<file path="src/rtl/lsd_pkg.sv">
package lsd_pkg;

   localparam int unsigned SYM_W  = 10;
   localparam int unsigned VAL_W  = 9;
   localparam int unsigned SIX_W  = 6;
   localparam int unsigned FOUR_W = 4;
   localparam int unsigned X_W    = 5;
   localparam int unsigned Y_W    = 3;
   localparam int unsigned NUM_X  = 1 << X_W;
   localparam int unsigned NUM_Y  = 1 << Y_W;

   // Sub-block literals below are written in port bit order:
   // 6b as {i,e,d,c,b,a}, 4b as {j,h,g,f}.
   localparam logic [SIX_W-1:0]  SIX_CTRL  = 6'b111100;  // control 28, negative-start form
   localparam logic [FOUR_W-1:0] FOUR_ALT7 = 4'b1110;    // alternate y=7, negative form

   // 6b codeword for the negative-start form of data value x
   function automatic logic [SIX_W-1:0] six_base(input logic [X_W-1:0] x);
      logic [SIX_W-1:0] c;
      case (x)
         5'd0:  c = 6'b111001;
         5'd1:  c = 6'b101110;
         5'd2:  c = 6'b101101;
         5'd3:  c = 6'b100011;
         5'd4:  c = 6'b101011;
         5'd5:  c = 6'b100101;
         5'd6:  c = 6'b100110;
         5'd7:  c = 6'b000111;
         5'd8:  c = 6'b100111;
         5'd9:  c = 6'b101001;
         5'd10: c = 6'b101010;
         5'd11: c = 6'b001011;
         5'd12: c = 6'b101100;
         5'd13: c = 6'b001101;
         5'd14: c = 6'b001110;
         5'd15: c = 6'b111010;
         5'd16: c = 6'b110110;
         5'd17: c = 6'b110001;
         5'd18: c = 6'b110010;
         5'd19: c = 6'b010011;
         5'd20: c = 6'b110100;
         5'd21: c = 6'b010101;
         5'd22: c = 6'b010110;
         5'd23: c = 6'b010111;
         5'd24: c = 6'b110011;
         5'd25: c = 6'b011001;
         5'd26: c = 6'b011010;
         5'd27: c = 6'b011011;
         5'd28: c = 6'b011100;
         5'd29: c = 6'b011101;
         5'd30: c = 6'b011110;
         default: c = 6'b110101;
      endcase
      return c;
   endfunction

   // 4b codeword for the negative-start form of y (primary coding)
   function automatic logic [FOUR_W-1:0] four_base(input logic [Y_W-1:0] y);
      logic [FOUR_W-1:0] c;
      case (y)
         3'd0: c = 4'b1101;
         3'd1: c = 4'b1001;
         3'd2: c = 4'b1010;
         3'd3: c = 4'b0011;
         3'd4: c = 4'b1011;
         3'd5: c = 4'b0101;
         3'd6: c = 4'b0110;
         default: c = 4'b0111;
      endcase
      return c;
   endfunction

   // x values that form a y=7 control character with the ordinary 6b code
   function automatic logic ctrl7_x(input logic [X_W-1:0] x);
      return (x == 5'd23) || (x == 5'd27) || (x == 5'd29) || (x == 5'd30);
   endfunction

endpackage

</file>
<file path="src/rtl/lsd_six_dec.sv">
module lsd_six_dec
   import lsd_pkg::*;
(
   input  logic [SIX_W-1:0] six_i,
   output logic [X_W-1:0]   x_o,
   output logic             ctrl_o,
   output logic             ctrl_neg_o
);
   logic [NUM_X-1:0] hit;

   for (genvar v = 0; v < NUM_X; v++) begin : g_cand
      logic [SIX_W-1:0] neg_c;
      logic [SIX_W-1:0] pos_c;
      logic             keep;
      assign neg_c = six_base(X_W'(v));
      assign keep  = ($countones(neg_c) == 3) && (v != 7);
      assign pos_c = keep ? neg_c : ~neg_c;
      assign hit[v] = (six_i == neg_c) || (six_i == pos_c);
   end

   always_comb begin
      x_o = '0;
      for (int v = 0; v < NUM_X; v++)
         if (hit[v]) x_o = x_o | X_W'(v);
   end

   assign ctrl_neg_o = (six_i == ~SIX_CTRL);
   assign ctrl_o     = (six_i == SIX_CTRL) || ctrl_neg_o;

endmodule

</file>
<file path="src/rtl/lsd_four_dec.sv">
module lsd_four_dec
   import lsd_pkg::*;
(
   input  logic [FOUR_W-1:0] nib_i,
   input  logic              flip_i,
   output logic [Y_W-1:0]    y_o,
   output logic              alt_o
);
   logic [FOUR_W-1:0] eff;
   logic [NUM_Y-1:0]  hit;

   // balanced nibbles after the negative control code are seen complemented
   assign eff = (flip_i && ($countones(nib_i) == 2)) ? ~nib_i : nib_i;

   for (genvar y = 0; y < NUM_Y; y++) begin : g_cand
      logic [FOUR_W-1:0] neg_c;
      logic              keep;
      assign neg_c  = four_base(Y_W'(y));
      assign keep   = ($countones(neg_c) == 2) && (y != 3);
      assign hit[y] = (eff == neg_c) || (eff == (keep ? neg_c : ~neg_c));
   end

   assign alt_o = (eff == FOUR_ALT7) || (eff == ~FOUR_ALT7);

   always_comb begin
      y_o = '0;
      for (int y = 0; y < NUM_Y; y++)
         if (hit[y]) y_o = y_o | Y_W'(y);
      if (alt_o) y_o = '1;
   end

endmodule

</file>
<file path="src/rtl/lsd_reenc.sv">
module lsd_reenc
   import lsd_pkg::*;
#(
   parameter bit RD_START = 1'b0
) (
   input  logic [VAL_W-1:0] val_i,
   output logic [SYM_W-1:0] sym_o
);
   logic [X_W-1:0]    x;
   logic [Y_W-1:0]    y;
   logic              k;
   logic [SIX_W-1:0]  c6n, c6;
   logic [FOUR_W-1:0] c4n;
   logic              bal6, bal4, mid, use_alt, inv4;

   assign x = val_i[X_W-1:0];
   assign y = val_i[X_W+Y_W-1:X_W];
   assign k = val_i[VAL_W-1];

   assign c6n  = (k && x == 5'd28) ? SIX_CTRL : six_base(x);
   assign bal6 = ($countones(c6n) == 3);
   assign c6   = (!RD_START || (bal6 && x != 5'd7)) ? c6n : ~c6n;
   assign mid  = bal6 ? RD_START : !RD_START;

   // alternate y=7 whenever the primary form would extend a run of e,i
   assign use_alt = (y == 3'd7) &&
                    (k || (mid ? (!c6[4] && !c6[5]) : (c6[4] && c6[5])));
   assign c4n  = use_alt ? FOUR_ALT7 : four_base(y);
   assign bal4 = ($countones(c4n) == 2);
   assign inv4 = (bal4 && y != 3'd3) ? (k && !mid) : mid;

   assign sym_o = {(inv4 ? ~c4n : c4n), c6};

endmodule

</file>
<file path="src/rtl/line_symbol_decoder.sv">
module line_symbol_decoder
   import lsd_pkg::*;
#(
   parameter int unsigned SYM_BITS = lsd_pkg::SYM_W,
   parameter int unsigned VAL_BITS = lsd_pkg::VAL_W
) (
   input  logic [SYM_BITS-1:0] sym_i,
   input  logic                rd_i,
   output logic [VAL_BITS-1:0] data_o,
   output logic                rd_o,
   output logic                code_err_o,
   output logic                disp_err_o
);
   localparam int unsigned NUM_RD  = 2;
   localparam int unsigned ONES_W  = $clog2(SYM_BITS + 1);
   localparam int unsigned HALF    = SYM_BITS / 2;

   if (SYM_BITS != SYM_W || VAL_BITS != VAL_W) begin : g_bad_width
      $error("line_symbol_decoder: widths fixed at 10 in, 9 out");
   end

   logic [X_W-1:0]     x_raw, x_c;
   logic [Y_W-1:0]     y;
   logic               ctrl28, ctrl28_neg, alt7, k;
   logic [VAL_W-1:0]   cand;
   logic [NUM_RD-1:0]  legal;
   logic [ONES_W-1:0]  ones;

   lsd_six_dec u_six (
      .six_i      (sym_i[SIX_W-1:0]),
      .x_o        (x_raw),
      .ctrl_o     (ctrl28),
      .ctrl_neg_o (ctrl28_neg)
   );

   lsd_four_dec u_four (
      .nib_i  (sym_i[SYM_W-1:SIX_W]),
      .flip_i (ctrl28_neg),
      .y_o    (y),
      .alt_o  (alt7)
   );

   assign x_c  = ctrl28 ? 5'd28 : x_raw;
   assign k    = ctrl28 || (alt7 && ctrl7_x(x_raw));
   assign cand = {k, y, x_c};

   for (genvar r = 0; r < NUM_RD; r++) begin : g_rd
      logic [SYM_W-1:0] enc;
      lsd_reenc #(.RD_START(r == 1)) u_enc (
         .val_i (cand),
         .sym_o (enc)
      );
      assign legal[r] = (enc == sym_i);
   end

   assign ones       = ONES_W'($countones(sym_i));
   assign code_err_o = ~|legal;
   assign disp_err_o = !code_err_o && !legal[rd_i];
   assign rd_o       = (ones > ONES_W'(HALF)) ? 1'b1 :
                       (ones < ONES_W'(HALF)) ? 1'b0 : rd_i;
   assign data_o     = cand;

endmodule

</file>
<file path="config.mk">
export PLATFORM = sky130hd
export DESIGN_NAME = line_symbol_decoder
export DESIGN_NICKNAME = d
export VERILOG_FILES = /design/src/rtl/lsd_pkg.sv /design/src/rtl/lsd_six_dec.sv /design/src/rtl/lsd_four_dec.sv /design/src/rtl/lsd_reenc.sv /design/src/rtl/line_symbol_decoder.sv
export SDC_FILE = /design/constraint.sdc
export NUM_CORES = 1
export LEC_CHECK = 0
export ABC_AREA = 1
export CAP_MARGIN = 0
export CORE_MARGIN = 1.5
export CORE_UTILIZATION = 50
export DETAILED_ROUTE_END_ITERATION = 12
export PLACE_DENSITY = 0.7
export SETUP_SLACK_MARGIN = 0.05
export SLEW_MARGIN = 30
export SYNTH_ARGS = -nofsm -noshare
export SYNTH_HDL_FRONTEND = slang
export SYNTH_SLANG_ARGS = --single-unit
</file>
<file path="constraint.sdc">
create_clock -name vclk -period 29.7
set_input_delay 5.94 -clock vclk [all_inputs]
set_output_delay 5.94 -clock vclk [all_outputs]
set_load 0.02 [all_outputs]
</file>
* Word-level counts from Yosys, hierarchy flattened
Memories as Yosys holds them, arrays and structs flattened.
Cells that the tools add are included.
** Storage, ports and cells
- Output and inout bits :: 12
- Input port bits :: 11
- Register bits :: 0
- Memories :: 2
- Bits in read-only memories :: 384
** Memory list
- (no name shown) :: words 32, bits a word 6, read ports 1, clocked after Yosys merged registers in 0, wr ports 0, RTL line lsd_pkg.sv:20 : case (x)
- (no name shown) :: words 32, bits a word 6, read ports 1, clocked after Yosys merged registers in 0, wr ports 0, RTL line lsd_pkg.sv:20
** Operators by class
- Reductions and logical operators :: 48
- Multiplexer cells :: 59
- Add/subtract/negate cells :: 26
- Equal/unequal tests :: 79
- Bitwise gates (word level) :: 4
- Order comparisons :: 3
** Operators with widths (count)
- 32-bit adder :: 6
- 32-bit by 3-bit equality test with 1-bit output (second input constant) :: 5
- 6-bit equality test (second input constant) :: 23
- 5-bit 2-to-1 mux :: 17
- 6-bit by 5-bit equality test with 1-bit output (second input constant) :: 14
- 4-bit 2-to-1 mux :: 13
- 6-bit by 4-bit equality test with 1-bit output (second input constant) :: 6
- 2-bit by 32-bit adder with 32-bit output :: 1
- 1-bit by 1-bit adder with 2-bit output :: 15
- 4-bit case mux with 7 select lines :: 1
- 3-bit 2-to-1 mux :: 9
- 5-bit equality test (second input constant) :: 5
- 4-bit equality test (second input constant) :: 6
- 1-bit logical OR :: 24
- 10-bit equality test :: 2
- 6-bit 2-to-1 mux :: 3
- 4-bit by 3-bit equality test with 1-bit output (second input constant) :: 4
- 1-bit logical AND :: 15
- 3-bit equality test (second input constant) :: 4
- 6-bit by 3-bit equality test with 1-bit output (second input constant) :: 2
- 1-bit 2-to-1 mux :: 12
- 4-bit inverter :: 3
- 2-bit 2-to-1 mux :: 4
- 1-bit zero test :: 7
- other kinds (16) :: 18

* Longest topological paths before layout
Gate-level depths: netlist of run 1.
- Depth after elaboration :: 64
- Depth in mapped cells :: 48
- Mapped depth without buffers :: 45

* Modules after synthesis
From an unflattened synthesis of run 1, not the netlist that was laid out.
** Unflattened totals
- Cells, all modules :: 585
- Area total of the unflattened synthesis :: 3226.8 um^2
** By module, submodules not included
- lsd_reenc at g_rd[1].u_enc :: instances 1, cells each 128, area each 799.5 um^2
- lsd_reenc at g_rd[0].u_enc :: instances 1, cells each 126, area each 763.2 um^2
- line_symbol_decoder :: instances 1, cells each 122, area each 674.4 um^2
- lsd_six_dec :: instances 1, cells each 150, area each 643.1 um^2
- lsd_four_dec :: instances 1, cells each 59, area each 346.6 um^2

* Worst setup path after synthesis of run 1
No wires, ideal clock.
- Kind :: input-to-output
- Start point :: in sym_i[6]
- End point :: out disp_err_o
- Arrival :: 12.084 ns
- Path slack :: 11.676 ns
- Cell stages on the path :: 44
- Buffers on the path :: 2
- Cells stage by stage :: ha_1 ha_1 inv_1 fa_1 nor3b_2 nand2_4 xor2_1 nor2_1 nand2_1 nand2_1 nand2_1 nor2_2 nand2_2 nand2_4 nand2_4 buf_6 nand2_4 inv_1 (+8 left out) o21ai_1 nand2_1 inv_1 ha_1 ha_1 fa_1 inv_1 nor4_1 nand3_1 nand2_1 nand3_1 nand3_1 nand2_1 inv_1 nand3_1 nand2_1 inv_2 nor2_2
** Between the ends
- Cells in the longest elaborated chain, start to end :: 34
- Elaborated cells on any way between the ends :: 104
- Classes of those cells :: add/sub (18); eq/ne (27); mux (25); bitwise (4); reduce/logical (30)
** RTL lines
- start, declared :: RTL line line_symbol_decoder.sv:7 : input logic [SYM_BITS-1:0] sym_i,
- 1-bit by 1-bit adder with 2-bit output (implied by the code) :: RTL line lsd_four_dec.sv:13 : assign eff = (flip_i && ($countones(nib_i) == 2)) ? ~nib_i : nib_i;
- 2-bit by 32-bit adder with 32-bit output (implied by the code) :: RTL line lsd_four_dec.sv:13
- 32-bit by 3-bit equality test with 1-bit output :: RTL line lsd_four_dec.sv:13
- 1-bit logical AND :: RTL line lsd_four_dec.sv:13
- 4-bit 2-to-1 mux (*) :: RTL line lsd_four_dec.sv:13
- 4-bit equality test or 4-bit by 1-bit equality test with 1-bit output (tied branches) :: RTL line lsd_four_dec.sv:23 : assign alt_o = (eff == FOUR_ALT7) || (eff == ~FOUR_ALT7);
- 1-bit logical OR (*) :: RTL line lsd_four_dec.sv:23
- 1-bit logical AND (*) :: RTL line line_symbol_decoder.sv:44 : assign k = ctrl28 || (alt7 && ctrl7_x(x_raw));
- (+1 left out)
- named net k :: RTL line line_symbol_decoder.sv:24 : logic ctrl28, ctrl28_neg, alt7, k;
- (+16 left out)
- 32-bit by 3-bit equality test with 1-bit output :: RTL line lsd_reenc.sv:29 : assign bal4 = ($countones(c4n) == 2);
- 1-bit logical AND :: RTL line lsd_reenc.sv:30 : assign inv4 = (bal4 && y != 3'd3) ? (k && !mid) : mid;
- 1-bit 2-to-1 mux :: RTL line lsd_reenc.sv:30
- 4-bit 2-to-1 mux :: RTL line lsd_reenc.sv:32 : assign sym_o = {(inv4 ? ~c4n : c4n), c6};
- 10-bit equality test :: RTL line line_symbol_decoder.sv:53 : assign legal[r] = (enc == sym_i);
- 1-bit 2-to-1 mux (implied by the code) (2 in a row) :: RTL line line_symbol_decoder.sv:58 : assign disp_err_o = !code_err_o && !legal[rd_i];
- 1-bit zero test :: RTL line line_symbol_decoder.sv:58
- 1-bit logical AND (*) :: RTL line line_symbol_decoder.sv:58
- end, declared :: RTL line line_symbol_decoder.sv:12 : output logic disp_err_o
Mark *: on every way through the listed nets, which the timed path passes. The rest lies on a longest branch. The select of a mux whose other input is x is not followed.

* Worst setup path in the final report of run 1
- Start point :: in sym_i[6]
- End point :: out disp_err_o
** Between the ends
- Cells in the longest elaborated chain, start to end :: 34
- Elaborated cells on any way between the ends :: 104
- Classes of those cells :: add/sub (18); eq/ne (27); mux (25); bitwise (4); reduce/logical (30)
** RTL lines (RTL line)
- 1-bit by 1-bit adder with 2-bit output (implied by the code) :: lsd_four_dec.sv:13
- 2-bit by 32-bit adder with 32-bit output (implied by the code) :: lsd_four_dec.sv:13
- 32-bit by 3-bit equality test with 1-bit output :: lsd_four_dec.sv:13
- 1-bit logical AND :: lsd_four_dec.sv:13
- 4-bit 2-to-1 mux :: lsd_four_dec.sv:13
- 4-bit equality test or 4-bit by 1-bit equality test with 1-bit output (tied branches) :: lsd_four_dec.sv:23
- 1-bit logical OR :: lsd_four_dec.sv:23
- 1-bit logical AND :: line_symbol_decoder.sv:44
- (+17 left out)
- 32-bit by 3-bit equality test with 1-bit output :: lsd_reenc.sv:29
- 1-bit logical AND :: lsd_reenc.sv:30
- 1-bit 2-to-1 mux :: lsd_reenc.sv:30
- 4-bit 2-to-1 mux :: lsd_reenc.sv:32
- 10-bit equality test :: line_symbol_decoder.sv:53
- 1-bit 2-to-1 mux (implied by the code) (2 in a row) :: line_symbol_decoder.sv:58
- 1-bit zero test :: line_symbol_decoder.sv:58
- 1-bit logical AND (*) :: line_symbol_decoder.sv:58
Every way passes the cells marked *; elsewhere a longest branch is shown, timed or not. The select of a mux whose other input is x is not followed.

==> results of run 1 <==
[critical path: cells and delay by family]
family	cells	cell delay (ps)
xor gates and xnor gates	1	320
AOI/OAI and AO/OA	1	190
buffers and inverters	7	1390
adders and majority gates	9	2970
and+or+nand+nor	25	2840
[stage by stage]
stage | util [%] | total power [mW] | cell area, um^2 | hold WS [ps]
2_1_floorplan | - | 0.1180 | 3115 | 12080
3_3_place_gp | 56.07 | 0.1465 | 3339 | 13120
3_5_place_dp | 56.07 | 0.1508 | 3339 | 13120
4_1_cts | 56.07 | 0.1510 | 3339 | 13130
5_1_grt | 56.07 | 0.1720 | 3339 | 13160
6_report | 56.07 | 0.1510 | 3339 | 13130
[Yosys cell counts, drive strengths merged, types with 2 or more instances]
cell	instances
nand3b	2
nand3	80
inv	67
a21oi	9
o21ai	8
nand2	173
buf	10
nor2	96
ha	32
xor2	3
xnor2	6
nand4	12
fa	10
[cells in the final DEF, fill, tap and decap left out, drive strengths merged]
master / instances
a21oi: 9
nor3: 1
nand2: 173
nor2: 96
o21bai: 1
and3: 1
clkdlybuf4s50: 23
nor3b: 1
fa: 10
nor4: 1
xor2: 3
nand3: 80
o21ai: 8
nand3b: 2
xnor2: 6
o211ai: 1
or2: 1
nand4: 12
inv: 67
and2: 1
ha: 32
[layer usage]
layer	up-vias	routed length, um	GRT usage [%]
met3	9	286	1.000
met5	-	0	0
met1	1397	3788	34.15
met4	0	82	3.898
li1	1672	-	-
met2	90	3589	40.25
[power groups by stage]
stage          registers [mW]  logic, mW  clock network (mW)
4_1_cts                     0      0.151                   0
3_3_place_gp                0      0.146                   0
6_report                    0      0.151                   0
2_1_floorplan               0      0.118                   0
3_5_place_dp                0      0.151                   0
5_1_grt                     0      0.172                   0
[logic make-up (layout without fill, tap and decap cells)]
group,after synthesis,after routing,synth area share [%]
simple gates,369,369,62.09
buf+inv,78,90,11.69
fa+ha+maj,42,42,19.28
compound gates,19,19,4.418
xor+xnor,9,9,2.530
[worst paths after layout]
path	cells past startpoint	endpoint	start	slack, ps
worst max-delay path	43	disp_err_o	sym_i[6]	10100
worst min-delay path	4	rd_o	rd_i	13130
[area by class of cell]
type	count	area, um^2	share of cell area, %
inverters	67	264.0	7.906
multi-input cells	439	2751	82.39
well taps	75	93.84	2.810
repair buffers	23	230.2	6.894
==> metrics.txt, run 1 <==
CP dominant cell by count=nand2_1; Synth Instances=517; Crit path largest cell delay=590 ps; Peak VDD IR=41.76 uV; drt pass-1 iters=5; MaxCap Viol Count=0; gr usage total=23.95%; Die Height=81.94 um; Pint=0.05636 mW; count of unique library cells instantiated by Yosys=39; share of cells above drive strength 1=17.39%; Reg area=0 um^2; n_diodes=0; DRC viols=0; port bufs=23; Final period util=65.99%; Synth Warn #=0; Net Switching=0.09461 mW; WP data arrival=13660 ps; Die W=81.94 um; clock buffer count=0; global route total overflow=0; hold crit path type=in2out; GP Congestion=0.9218; I/O pin count=23; Resized Gates After CTS=0; die area=6713 um^2; Syn Area/Cell=6.026 um^2; Wirelength per Cell=12.83 um; largest net degree at the start of global routing=14; Final TNS setup=0 ps; cell taking the most area after synthesis=nand2_1; Rows=28; Required @ worst endpoint=23760 ps; sequential area share after synthesis=0%; initial antenna violation count=0; Net Sw Frac=62.67%; Gate power share=100.0%; Slowest cell on crit path=clkdlybuf4s50_1; Final Hold Fails=0; proportion of netlist area held by the largest area contributor=17.95%; PwrDens=45.21 nW/um^2; total wire length=7747 um; mapped cell area=3115 um^2; Slew Viols, Final=0; Final setup viols=0; Area growth syn-to-layout=7.189%; DPL Wire Length=6699 um; pre-CTS setup slack=10100 ps; critical path class=in2out; Post-CTS Setup Repair Bufs=0; fill count=632; Total Nets Final=584; part of the power in registers=0%; starting density of the core=52.31%; crit end category=output pin; vias in the first global route=2893; vias per cell=5.245; synthesized net count=570; initial drt markers=156; Seq cells=0; global-route wire length before repair=12940 um; Final WS setup=10100 ps; Clk pwr share=0%; number of nets with antenna violations after routing=0; Final Non-Filler Cells=604; largest cells by area after synthesis=nand2_1, ha_1, nand3_1; Final min period=19600 ps; status=finished clean; Leak=1.864 nW; Worst-Margin Slew=804.4 ps; placed insts=604; cts hold-fix bufs=0; RSZ-0062 raised after global routing=no; crit path max fanout=12; fmax=0.05103 GHz; CP Launch Type=input port; Max-slew headroom=46.21%; core area=5956 um^2; DR vias=3168
(Power assumes the default switching activity.)
==> run 2: changes to the inputs <==
- clock period: 29.7 -> 18.4 ns (I/O delays scaled with it)
==> run 2 against run 1 <==
Non-clock buffer count stayed put. Critical path depth is 1 higher. Flip-flop and latch count stayed put. Clock-buffer cell count stayed put. Design area stayed put. Largest cell class unchanged. Critical endpoint unchanged. First-iteration DRC count is 12% lower. Final cell count stayed put. Setup slack worse by 6800 ps. Sequential share of layout area stayed put. Utilization stayed put. Global-route usage is 0.65 points higher. Routed wire length is 1.0% higher.
==> metrics.txt, run 2 (synthesized netlist as in run 1, its figures left out) <==
Resized Gates After CTS=0 (unchanged); DPL Wire Length=6715 um (+0.24%); total wire length=7828 um (+1.0%); Rows=28 (unchanged); vias per cell=5.387 (+2.7%); global-route wire length before repair=13230 um (+2.2%); core area=5956 um^2 (unchanged); Final min period=15050 ps; Leak=1.864 nW (unchanged); Final period util=81.79%; Max-slew headroom=45.44% (-0.76 points); Crit path largest cell delay=590 ps (about the same); Required @ worst endpoint=14720 ps (-9040 ps); critical path class=in2out; Worst-Margin Slew=815.8 ps (+11.41 ps); Final setup viols=0 (unchanged); Peak VDD IR=67.62 uV (+62%); vias in the first global route=2907 (+0.48%); CP dominant cell by count=nand2_1; I/O pin count=23 (unchanged); n_diodes=0 (unchanged); WP data arrival=11370 ps (-2290 ps); Slowest cell on crit path=clkdlybuf4s50_1; initial antenna violation count=0 (unchanged); fill count=644 (+1.9%); multi-input combinational cell area=2751 um^2 (unchanged); Final Non-Filler Cells=604 (unchanged); port bufs=23 (unchanged); initial drt markers=137 (-12%); share of cells above drive strength 1=17.39% (unchanged); Reg area=0 um^2 (unchanged); hold crit path type=in2out; worst hold endpoint=rd_o; Total Nets Final=584 (unchanged); commonest non-fill, non-tap cell in the layout=nand2_1; RSZ-0062 raised after global routing=no; fmax=0.06645 GHz; DR vias=3254 (+2.7%); hold path start=rd_i; Post-CTS Setup Repair Bufs=0 (unchanged); total power=0.2421 mW (+60%); starting density of the core=52.31% (unchanged); MaxCap Viol Count=0 (unchanged); placed insts=604 (unchanged); CP Launch Type=input port; crit path max fanout=12 (unchanged); Die Height=81.94 um (unchanged); clock buffer count=0 (unchanged); commonest non-fill, non-tap cells in the layout=nand2_1, nor2_1, nand3_1, inv_1, ha_1; Area growth syn-to-layout=7.189% (unchanged); drt pass-1 iters=5 (unchanged); status=finished clean; Final TNS setup=0 ps (unchanged); Die W=81.94 um (unchanged); largest net degree at the start of global routing=14 (unchanged); worst hold path depth=4 (unchanged); die area=6713 um^2 (unchanged); number of nets with antenna violations after routing=0 (unchanged); Slew Viols, Final=0 (unchanged); DRC viols=0 (unchanged); Final Hold Fails=0 (unchanged); gr usage total=24.60% (+0.65 points); crit end category=output pin; Seq cells=0 (unchanged); Wirelength per Cell=12.96 um (+1.0%); global route total overflow=0 (unchanged); PwrDens=72.48 nW/um^2 (+60%); GP Congestion=0.9213 (about the same); CP startpoint=sym_i[6]; cts hold-fix bufs=0 (unchanged)
-- run 2: cell counts in the layout (fill, tap and decap cells not counted) --
Identical to the previous run, type by type.
-- run 2: worst max-delay path by stage --
stage	cells past startpoint	slack, ps	endpoint
2_1_floorplan	44	4900	disp_err_o
3_5_place_dp	44	3340	disp_err_o
4_1_cts	44	3320	disp_err_o
6_report	44	3350	disp_err_o
5_1_grt	44	2550	disp_err_o
3_3_place_gp	41	3440	disp_err_o
-- run 2: per-layer routing --
metal / up-vias / share of wire (%) / GRT usage (%)
li1: 1667 / - / -
met1: 1474 / 48 / 35.00
met2: 103 / 46 / 41.07
met3: 10 / 5.3 / 1.667
met4: 0 / 1.3 / 3.729
met5: - / 0 / 0
-- run 2: through the flow --
step / instance area [um^2] / util (%) / worst slack (ps) / hold WS [ps]
detailed placement: 3339 / 56.07 / 3340 / 8596
global placement: 3339 / 56.07 / 3435 / 8603
CTS: 3339 / 56.07 / 3317 / 8614
floorplan: 3115 / - / 4896 / 7557
global route: 3339 / 56.07 / 2553 / 8642
finish: 3339 / 56.07 / 3351 / 8611
-- run 2: where the power goes --
| group | switching [mW] | total, mW | internal [mW] | leakage [nW] |
|---|---|---|---|---|
| combinational | 0.152 | 0.242 | 0.0904 | 1.86 |
| clock | 0 | 0 | 0 | 0 |
| sequential | 0 | 0 | 0 | 0 |
| total | 0.152 | 0.242 | 0.0904 | 1.86 |
-- run 2: layout make-up --
cell class | count | area share, %
multi-input cells | 439 | 82.39
well taps | 75 | 2.810
inverters | 67 | 7.906
repair buffers | 23 | 6.894
-- run 2: worst max-delay path, delay by kind of cell --
family | cells | cell delay (ps)
and+or+nand+nor | 25 | 2840
buffers and inverters | 8 | 1450
adders and majority gates | 9 | 2860
xor gates and xnor gates | 1 | 320
AOI/OAI and AO/OA | 1 | 190
==> run 3: changes to the inputs <==
- clock period: 18.4 -> 14.51 ns (I/O delays scaled with it)
==> run 3 against run 2 <==
First-iteration DRC count increased by 28%. Critical path depth down 2. Setup slack worse by 2300 ps. Hold slack worse by 1500 ps. Non-clock buffer count did not move. Global-route usage down 0.49 points. Die area unchanged. Flip-flop and latch count is the same. Largest cell class unchanged. Routed wire length is 1.1% lower. Design area unchanged.
==> metrics.txt, run 3 (synthesized netlist as in run 1, its figures left out) <==
status=finished clean; Final Hold Fails=0 (unchanged); pre-CTS setup slack=1013 ps (-2327 ps); total power=0.3095 mW (+28%); Total Nets Final=584 (unchanged); Crit path largest cell delay=590 ps (about the same); DPL Wire Length=6663 um (-0.78%); clock buffer count=0 (unchanged); Area growth syn-to-layout=7.189% (unchanged); Seq cells=0 (unchanged); Rows=28 (unchanged); Post-CTS Setup Repair Bufs=0 (unchanged); Peak VDD IR=58.88 uV (-13%); Final TNS setup=0 ps (unchanged); PwrDens=92.67 nW/um^2 (+28%); cts hold-fix bufs=0 (unchanged); vias in the first global route=2851 (-1.9%); Die W=81.94 um (unchanged); crit path max fanout=12 (unchanged); met3 usage in global routing=0.5556% (-1.1 points); global routing's busiest layer=met2; Max-slew headroom=47.72% (+2.3 points); largest net degree at the start of global routing=14 (unchanged); Final Non-Filler Cells=604 (unchanged); DRC viols=0 (unchanged); MaxCap Viol Count=0 (unchanged); share of cells above drive strength 1=17.39% (unchanged); number of nets with antenna violations after routing=0 (unchanged); initial drt markers=175 (+28%); n_diodes=0 (unchanged); Final WS setup=1012 ps (-2339 ps); global route total overflow=0 (unchanged); core area=5956 um^2 (unchanged); drt pass-1 iters=5 (unchanged); Die Height=81.94 um (unchanged); RSZ-0062 raised after global routing=no; Wirelength per Cell=12.82 um (-1.1%); die area=6713 um^2 (unchanged); global-route wire length before repair=13000 um (-1.8%); Slew Viols, Final=0 (unchanged); CP Launch Type=input port; Resized Gates After CTS=0 (unchanged); gr usage total=24.11% (-0.49 points); placed insts=604 (unchanged); DR vias=3211 (-1.3%); Leak=1.864 nW (unchanged); commonest non-fill, non-tap cells in the layout=nand2_1, nor2_1, nand3_1, inv_1, ha_1; M1 GR Usage=34.94% (-0.063 points); total wire length=7743 um (-1.1%); fmax=0.07408 GHz; Slowest cell on crit path=clkdlybuf4s50_1; GP Congestion=0.9217 (about the same); Required @ worst endpoint=11610 ps (-3110 ps); Final min period=13500 ps; port bufs=23 (unchanged); CP dominant cell by count=nand2_1; WP data arrival=10600 ps (-770 ps); Final setup viols=0 (unchanged); Final period util=93.03%; commonest non-fill, non-tap cell in the layout=nand2_1; initial antenna violation count=0 (unchanged); crit end category=output pin; hold crit path type=in2out; vias per cell=5.316 (-1.3%); critical path class=in2out; Worst-Margin Slew=781.8 ps (-34.04 ps); I/O pin count=23 (unchanged); met2 GRT Util=41.31% (+0.25 points); Reg area=0 um^2 (unchanged); starting density of the core=52.31% (unchanged)
## run 3: metal layers
metal,routed length (um),vias to the layer above,share of wire [%]
met5,0,-,0
li1,-,1674,-
met2,3638,110,47
met3,416,0,5.4
met1,3687,1427,48
met4,0,0,0
## run 3: where the power goes
| part | leakage [nW] | total, mW | switching (mW) | internal, mW |
|---|---|---|---|---|
| logic | 1.86 | 0.309 | 0.194 | 0.116 |
| clock network | 0 | 0 | 0 | 0 |
| registers | 0 | 0 | 0 | 0 |
| total | 1.86 | 0.309 | 0.194 | 0.116 |
## run 3: final timing paths
| kind | from | endpoint | cells past startpoint |
|---|---|---|---|
| worst max-delay path | sym_i[6] | disp_err_o | 42 |
| worst min-delay path | rd_i | rd_o | 4 |
## run 3: final cells by class
cell class                 count  area, um^2
multi-input combinational    439        2751
fill                         602        2616
inverter                      67       264.0
timing repair buffer          23       230.2
tap                           75       93.84
## run 3: worst max-delay path: cells and delay by family
family	cells	cell delay (ps)
AND/OR/NAND/NOR	28	3230
adder cells (fa/ha/maj)	9	2930
buffers and inverters	4	1190
XOR/XNOR	1	320
## run 3: stage by stage
stage | hold slack, ps | util (%) | cell area (um^2)
after CTS | 7074 | 56.07 | 3339
after floorplan | 6001 | - | 3115
after global placement | 7047 | 56.07 | 3339
after detailed placement | 7064 | 56.07 | 3339
final | 7063 | 56.07 | 3339
after global routing | 7110 | 56.07 | 3339
